`config.mk`:
```
export PLATFORM = sky130hd
export DESIGN_NAME = idxb_bridge
export DESIGN_NICKNAME = d
export VERILOG_FILES = /design/src/rtl/idxb_pkg.sv /design/src/rtl/idxb_csr_decode.sv /design/src/rtl/idxb_bus_engine.sv /design/src/rtl/idxb_bridge.sv
export SDC_FILE = /design/constraint.sdc
export NUM_CORES = 1
export LEC_CHECK = 0
export BUFFER_PORTS_ARGS = -buffer_cell sky130_fd_sc_hd__buf_4
export CAP_MARGIN = 5
export CORE_AREA = 2 2 127 129
export DETAILED_ROUTE_END_ITERATION = 10
export DIE_AREA = 0 0 129 131
export SETUP_SLACK_MARGIN = 0.3
export SKIP_LAST_GASP = 1
export SLEW_MARGIN = 20
export SYNTH_ARGS = -nofsm -noshare
export SYNTH_HDL_FRONTEND = slang
export SYNTH_SLANG_ARGS = --single-unit
```
`constraint.sdc`:
```
create_clock -name clk -period 4.1 [get_ports clk]
set_input_delay 1.025 -clock clk [delete_from_list [all_inputs] [get_ports clk]]
set_output_delay 1.025 -clock clk [all_outputs]
set_load 0.01 [all_outputs]
```
`src/rtl/idxb_pkg.sv`:
```
package idxb_pkg;

    localparam int HOST_AW = 6;
    localparam int IB_AW   = 13;
    localparam int IB_DW   = 32;

    localparam logic [HOST_AW-1:0] OFS_PARAM = 6'h08;
    localparam logic [HOST_AW-1:0] OFS_CTRL  = 6'h10;
    localparam logic [HOST_AW-1:0] OFS_STAT  = 6'h18;

    typedef enum logic [1:0] {
        CMD_NOP   = 2'd0,
        CMD_READ  = 2'd1,
        CMD_WRITE = 2'd2,
        CMD_RSVD  = 2'd3
    } bus_cmd_e;

    typedef struct packed {
        bus_cmd_e          cmd;
        logic [IB_AW-1:0]  addr;
        logic [IB_DW-1:0]  wdata;
    } bus_op_t;

    typedef enum logic {
        ENG_IDLE = 1'b0,
        ENG_BUSY = 1'b1
    } eng_state_e;

    function automatic bus_op_t unpack_ctrl(input logic [63:0] w);
        bus_op_t o;
        o.cmd   = bus_cmd_e'(w[63:62]);
        o.addr  = w[44:32];
        o.wdata = w[31:0];
        return o;
    endfunction

    function automatic logic [63:0] pack_status(input logic v, input logic [IB_DW-1:0] d);
        logic [63:0] s;
        s        = '0;
        s[31:0]  = d;
        s[32]    = v;
        return s;
    endfunction

    function automatic logic [63:0] pack_param(input logic lsb_first,
                                               input logic [5:0] word_bits,
                                               input logic [5:0] cs_count,
                                               input logic cpol,
                                               input logic cpha,
                                               input logic [15:0] periph_id);
        logic [63:0] p;
        p        = '0;
        p[1]     = lsb_first;
        p[7:2]   = word_bits;
        p[13:8]  = cs_count;
        p[14]    = cpol;
        p[15]    = cpha;
        p[47:32] = periph_id;
        return p;
    endfunction

endpackage

```
`src/rtl/idxb_csr_decode.sv`:
```
module idxb_csr_decode
    import idxb_pkg::*;
(
    input  logic                csr_wen,
    input  logic [HOST_AW-1:0]  csr_waddr,
    input  logic [63:0]         csr_wdata,
    input  logic [HOST_AW-1:0]  csr_raddr,
    input  logic [63:0]         param_word,
    input  logic [63:0]         status_word,
    output logic                cmd_start,
    output bus_op_t             cmd_op,
    output logic [63:0]         csr_rdata
);

    always_comb begin
        cmd_op    = unpack_ctrl(csr_wdata);
        cmd_start = csr_wen && (csr_waddr == OFS_CTRL) &&
                    ((cmd_op.cmd == CMD_READ) || (cmd_op.cmd == CMD_WRITE));
    end

    always_comb begin
        case (csr_raddr)
            OFS_PARAM: csr_rdata = param_word;
            OFS_STAT:  csr_rdata = status_word;
            default:   csr_rdata = '0;
        endcase
    end

endmodule

```
`src/rtl/idxb_bus_engine.sv`:
```
module idxb_bus_engine
    import idxb_pkg::*;
(
    input  logic              clk,
    input  logic              rst,
    input  logic              cmd_start,
    input  bus_op_t           cmd_op,
    output logic              ib_req,
    output logic              ib_we,
    output logic [IB_AW-1:0]  ib_addr,
    output logic [IB_DW-1:0]  ib_wdata,
    input  logic              ib_ack,
    input  logic [IB_DW-1:0]  ib_rdata,
    output logic              sts_valid,
    output logic [IB_DW-1:0]  sts_data
);

    eng_state_e state;

    always_ff @(posedge clk) begin
        if (rst) begin
            state     <= ENG_IDLE;
            ib_req    <= 1'b0;
            ib_we     <= 1'b0;
            ib_addr   <= '0;
            ib_wdata  <= '0;
            sts_valid <= 1'b0;
            sts_data  <= '0;
        end else begin
            case (state)
                ENG_IDLE: begin
                    if (cmd_start) begin
                        state     <= ENG_BUSY;
                        ib_req    <= 1'b1;
                        ib_we     <= (cmd_op.cmd == CMD_WRITE);
                        ib_addr   <= cmd_op.addr;
                        ib_wdata  <= cmd_op.wdata;
                        sts_valid <= 1'b0;
                    end
                end
                ENG_BUSY: begin
                    if (ib_ack) begin
                        state     <= ENG_IDLE;
                        ib_req    <= 1'b0;
                        sts_valid <= 1'b1;
                        if (!ib_we) begin
                            sts_data <= ib_rdata;
                        end
                    end
                end
                default: state <= ENG_IDLE;
            endcase
        end
    end

endmodule

```
`src/rtl/idxb_bridge.sv`:
```
module idxb_bridge
    import idxb_pkg::*;
#(
    parameter logic        SHIFT_LSB = 1'b0,
    parameter int          WORD_BITS = 32,
    parameter int          CS_COUNT  = 1,
    parameter logic        CLK_POL   = 1'b0,
    parameter logic        CLK_PHA   = 1'b0,
    parameter logic [15:0] PERIPH_ID = 16'h00A5
) (
    input  logic                clk,
    input  logic                rst,
    input  logic                csr_wen,
    input  logic [HOST_AW-1:0]  csr_waddr,
    input  logic [63:0]         csr_wdata,
    input  logic [HOST_AW-1:0]  csr_raddr,
    output logic [63:0]         csr_rdata,
    output logic                ib_req,
    output logic                ib_we,
    output logic [IB_AW-1:0]    ib_addr,
    output logic [IB_DW-1:0]    ib_wdata,
    input  logic                ib_ack,
    input  logic [IB_DW-1:0]    ib_rdata
);

    localparam logic [63:0] PARAM_WORD =
        pack_param(SHIFT_LSB, 6'(WORD_BITS), 6'(CS_COUNT), CLK_POL, CLK_PHA, PERIPH_ID);

    logic              cmd_start;
    bus_op_t           cmd_op;
    logic              sts_valid;
    logic [IB_DW-1:0]  sts_data;
    logic [63:0]       status_word;

    assign status_word = pack_status(sts_valid, sts_data);

    idxb_csr_decode u_dec (
        .csr_wen     (csr_wen),
        .csr_waddr   (csr_waddr),
        .csr_wdata   (csr_wdata),
        .csr_raddr   (csr_raddr),
        .param_word  (PARAM_WORD),
        .status_word (status_word),
        .cmd_start   (cmd_start),
        .cmd_op      (cmd_op),
        .csr_rdata   (csr_rdata)
    );

    idxb_bus_engine u_eng (
        .clk       (clk),
        .rst       (rst),
        .cmd_start (cmd_start),
        .cmd_op    (cmd_op),
        .ib_req    (ib_req),
        .ib_we     (ib_we),
        .ib_addr   (ib_addr),
        .ib_wdata  (ib_wdata),
        .ib_ack    (ib_ack),
        .ib_rdata  (ib_rdata),
        .sts_valid (sts_valid),
        .sts_data  (sts_data)
    );

endmodule

```
Word level (Yosys, flattened, before mapping)
Cells that the tools add are included.
{"block": "classes", "n_bitwise": 2, "n_reduce_logical": 6, "n_eq_ne": 7, "mux": 10}
{"op": "$pmux 40 s2", "count": 1}
{"op": "$eq 6x5->1 const B", "count": 2}
{"op": "$eq 6x4->1 const B", "count": 1}
{"op": "$mux 1", "count": 6}
{"op": "$pmux 1 s2", "count": 3}
{"op": "$ne 2x2->1 const B", "count": 2}
{"op": "$reduce_and 2->1", "count": 2}
{"op": "$reduce_and 3->1", "count": 1}
{"op": "$eq 2x1->1 const B", "count": 1}
{"op": "$eq 2x2->1 const B", "count": 1}
{"op": "$logic_and 1x1->1", "count": 2}
{"op": "$not 1->1", "count": 2}
{"op": "$logic_or 1x1->1", "count": 1}
{"block": "totals", "input_bits": 112, "reg_bits": 81, "out_inout_bits": 111, "elab_cells": 32}

Depth between registers and ports, before layout
{"block": "depth", "word_depth": 5, "mapped_depth": 8}

Cells and area by module
From an unflattened synthesis, not the netlist that was laid out.
{"block": "hier_totals", "hier_cells": 555, "area_unflattened_um2": 4649.5}
{"mod": "idxb_bus_engine", "seq_area_each_um2": 1621.6, "n_inst": 1, "cells_per_inst": 352, "area_per_inst_um2": 2845.2}
{"mod": "idxb_csr_decode", "seq_area_each_um2": 0.0, "n_inst": 1, "cells_per_inst": 201, "area_per_inst_um2": 1796.7}
{"mod": "idxb_bridge", "seq_area_each_um2": 0.0, "n_inst": 1, "cells_per_inst": 2, "area_per_inst_um2": 7.5}

Worst setup path after synthesis
OpenSTA, ideal clock, no wires.
{"block": "synth_path", "kind": "input -> output", "start": "in csr_raddr[5]", "end": "out csr_rdata[0]", "required_time_ns": 3.075, "setup_slack_ns": 1.229, "cell_stages": 4, "t_arrival_ns": 1.846, "path_cell_list": "nor3_1 -> and4b_1 -> clkbuf_1 -> and2_1"}
{"block": "synth_via", "elab_chain_len": 2}
{"element": "start, declared", "line": "idxb_bridge.sv:16", "rtl": "input logic [HOST_AW-1:0] csr_raddr,"}
{"element": "$eq 6x5->1 or $eq 6x4->1 (tied branches)", "line": "idxb_csr_decode.sv:22", "rtl": "case (csr_raddr)"}
{"element": "$pmux 40 s2 (*)", "line": "idxb_csr_decode.sv:22"}
{"element": "end, declared", "line": "idxb_bridge.sv:17", "rtl": "output logic [63:0] csr_rdata,"}
Mark *: on every way between the ends. The rest lies on a longest branch, timed or not.

Worst setup path in the final report
{"block": "layout_path", "start": "in csr_raddr[5]", "end": "out csr_rdata[31]"}
The elaborated chain is that of the path after synthesis.

==> results by group <==
Run status
  – Status: complete, no violations

Logic synthesis
  – EDFF count, synth: 0
  – Synth unique cells: 25
  – Most frequent cell after synthesis: nand2b_1
  – Post-synth top area share: 42.3%
  – Seq cells post-synth: 81
  – Netlist Area Pre-Place: 3830 um2
  – Most area-hungry cell type in the Yosys netlist: dfxtp_1
  – Syn Area/Cell: 8.89 um2
  – Post-synth top flop: dfxtp_1
  – Post-synth top cells: nand2b_1 (93), dfxtp_1 (81), nand2_1 (66), mux2i_1 (46), a21oi_1 (37)
  – Async SR Flop Fraction: 0%
  – Largest cells by area after synthesis: dfxtp_1 (42%), nand2b_1 (15%), mux2i_1 (12%), nand2_1 (6.5%), buf_4 (6.1%)
  – Synth warn: 0
  – Post-synthesis sequential area ratio: 42.3%
  – Synthesized instance count: 431

STA
  – Final min period: 3.15 ns
  – Tcrit/Tclk final: 76.9%
  – Final setup viols: 0
  – Max Clock Skew: 0.00469 ns
  – Count of pins over their slew limit: 0
  – Fin. Hold Viols: 0
  – Max Fclk: 317 MHz
  – Actual slew at the worst max-slew pin: 0.957 ns
  – RSZ-0062 raised after global routing: no
  – Post-Route Setup TNS: 0 ns
  – Relative slew slack: 36.2%

Die
  – CORE AREA: 15600 um2
  – Die area: 16900 um2
  – Initial Util: 24.6%
  – Die Wd: 129 um
  – Num rows: 46
  – Die height: 131 um
  – Io pins: 223

Critical path
  – CP max-delay cell: buf_4
  – Reg2reg setup slack: 2.37 ns
  – Setup crit end kind: output port
  – Critical Path RT: 3.07 ns
  – Startpoint types: input port
  – WS Path Type: in2out
  – Worst path bufs/invs: 3
  – CP top delay family: simple AND/OR/NAND/NOR gates
  – CP max FO: 30
  – Crit path largest cell delay: 0.25 ns
  – CP most frequent cell: buf_4
  – Crit path arrival time: 2.13 ns
  – CP cell instances: buf_4 > nor3_1 > and4b_1 > buf_4 > and2_1 > buf_4

Clock network
  – Postcts setup bufs: 0
  – Max clock buf depth: 2
  – Clock transition at the registers of the reported paths: 0.06 ns
  – Htree depth: 3
  – Cts hold-fix bufs: 0
  – Count of cells resized by post-cts repair: 0
  – CTS root buffer: clkbuf_16
  – CTS tree: done
  – Num CTS Buffers: 9
  – Clock sink total: 81
  – Clk Latency, worst-skew pair: 0.33 ns

Global routing
  – Grt total ovfl: 0
  – Largest net degree at the start of global routing: 128
  – Global-route wire length before repair: 14.9 mm
  – Initial antenna violation count: 0
  – GRT Util Overall: 11.4%
  – Number of global-route vias before repair: 3055

Place
  – Routability cong.: 0.685
  – Port bufs: 177
  – Hpwl dp: 7.07 mm
  – Placed Area: 5130 um2

Detailed routing
  – Avg WL per Cell: 12.0 um
  – Final ANT Viol Nets: 0
  – DR vias/cell: 3.99
  – Final wirelength: 9.72 mm
  – Drc violations: 0
  – Vias post-DR: 3221
  – DR iter-0 viols: 72
  – Total iterations of the first detailed-routing run: 4

Power and ir drop
  – Pint: 1.29 mW
  – Clk pwr share: 44.5%
  – P per Cell Area: 308 nW/um2
  – Lkg Pwr: 2.24 nW
  – VDD IR max: 0.158 mV
  – Comb pwr share: 8.0%
  – Total chip power: 1.66 mW
  – Register share of total power: 47.5%
  – Sw Share: 22.4%
  – Switching power of the nets: 0.372 mW

Final layout
  – Share of cells above drive strength 1: 33.4%
  – Sequential standard cell area: 1620 um2
  – Area occupied by multi-input gates: 1880 um2
  – Fillers: 1604
  – Design area: 5400 um2
  – Fin nets: 701
  – Antenna fix cells: 0
  – Area grow syn2layout: 40.9%

Hold path
  – Hold WC Path Type: reg2reg

Flow run
  – Max-cap violations: 0
-- per-layer routing --
metal	part of all wire [%]	wire, um	GRT usage (%)
met5	0	0	0
met4	2.0	194	5.75
met3	9.9	963	4.40
met2	45	4390	18.0
met1	43	4170	13.4
-- worst reg2reg max path: stages, from the launching register on --
cell     delay, ns
dfxtp_1       0.35
nor3_2        0.21
and3_4        0.75
mux2i_1       0.34
-- layout make-up --
type,instances,area share [%]
Clock buffer,10,4.42
Timing Repair Buffer,179,24.9
Clock inverter,5,0.602
Multi-Input combinational cell,313,34.8
Inverter,4,0.278
Tap cell,216,5.00
Sequential cell,81,30.0
-- state kept, by name, indices dropped and copies added, names as in the netlist --
name and cells:
u_eng.ib_addr 13, u_eng.ib_req 1, u_eng.ib_wdata 32, u_eng.ib_we 1, u_eng.state 1, u_eng.sts_data 32, u_eng.sts_valid 1
-- stage by stage --
step	cells	hold WS, ns	util, %	setup WS (ns)
3_3_place_gp	793	0.439	32.9	0.968
5_1_grt	808	0.473	34.6	0.830
3_5_place_dp	793	0.444	32.9	0.929
6_report	808	0.450	34.6	0.946
4_1_cts	808	0.452	34.6	0.931
2_1_floorplan	458	0.432	-	1.23
-- final timing paths --
check | startpoint | endpoint | cells past startpoint
worst max-delay path | csr_raddr[5] | csr_rdata[31] | 6
worst min-delay path | u_eng.sts_data[4] | u_eng.sts_data[4] | 2
worst max register to register | u_eng.state | u_eng.ib_wdata[25] | 3
worst min register to register | u_eng.sts_data[4] | u_eng.sts_data[4] | 2
-- cells in the final DEF (no fill, tap or decap) --
cell | synthesis | layout
buf_4 | 31 | 179
mux2i_1 | 46 | 46
and4b_1 | 1 | 1
inv_1 | 4 | 4
nor2_1 | 2 | 2
clkinvlp_4 | 0 | 3
clkinv_2 | 0 | 2
dfxtp_1 | 81 | 81
and3_4 | 1 | 1
clkbuf_8 | 0 | 1
nor3_2 | 1 | 1
nand2b_1 | 93 | 93
and2_1 | 30 | 30
and4bb_1 | 1 | 1
and3b_2 | 0 | 1
ha_1 | 1 | 1
nor3_1 | 1 | 1
nand3b_1 | 2 | 2
conb_1 | 1 | 28
a21oi_1 | 37 | 37
nand3_1 | 1 | 1
clkbuf_16 | 0 | 9
a211oi_2 | 1 | 1
nand2_1 | 66 | 66
-- logic make-up (layout without fill, tap and decap cells) --
family / after synthesis / count (layout) / share of synthesized area (%)
AOI/OAI and AO/OA: 38 / 38 / 5.16
adders and majority gates: 1 / 1 / 0.326
buffers and inverters: 64 / 198 / 11.3
DFF: 81 / 81 / 42.3
muxes: 46 / 46 / 12.0
other: 1 / 28 / 0.0978
and+or+nand+nor: 200 / 200 / 28.8
-- power groups by stage --
stage | clock [mW] | combinational [mW] | sequential [mW]
finish | 0.739 | 0.133 | 0.789
global route | 0.801 | 0.148 | 0.789
CTS | 0.777 | 0.134 | 0.789
detailed placement | 0 | 0.134 | 0.807
global placement | 0 | 0.132 | 0.807
floorplan | 0 | 0.0747 | 0.807
No activity file was read; power rests on OpenSTA's default activity.
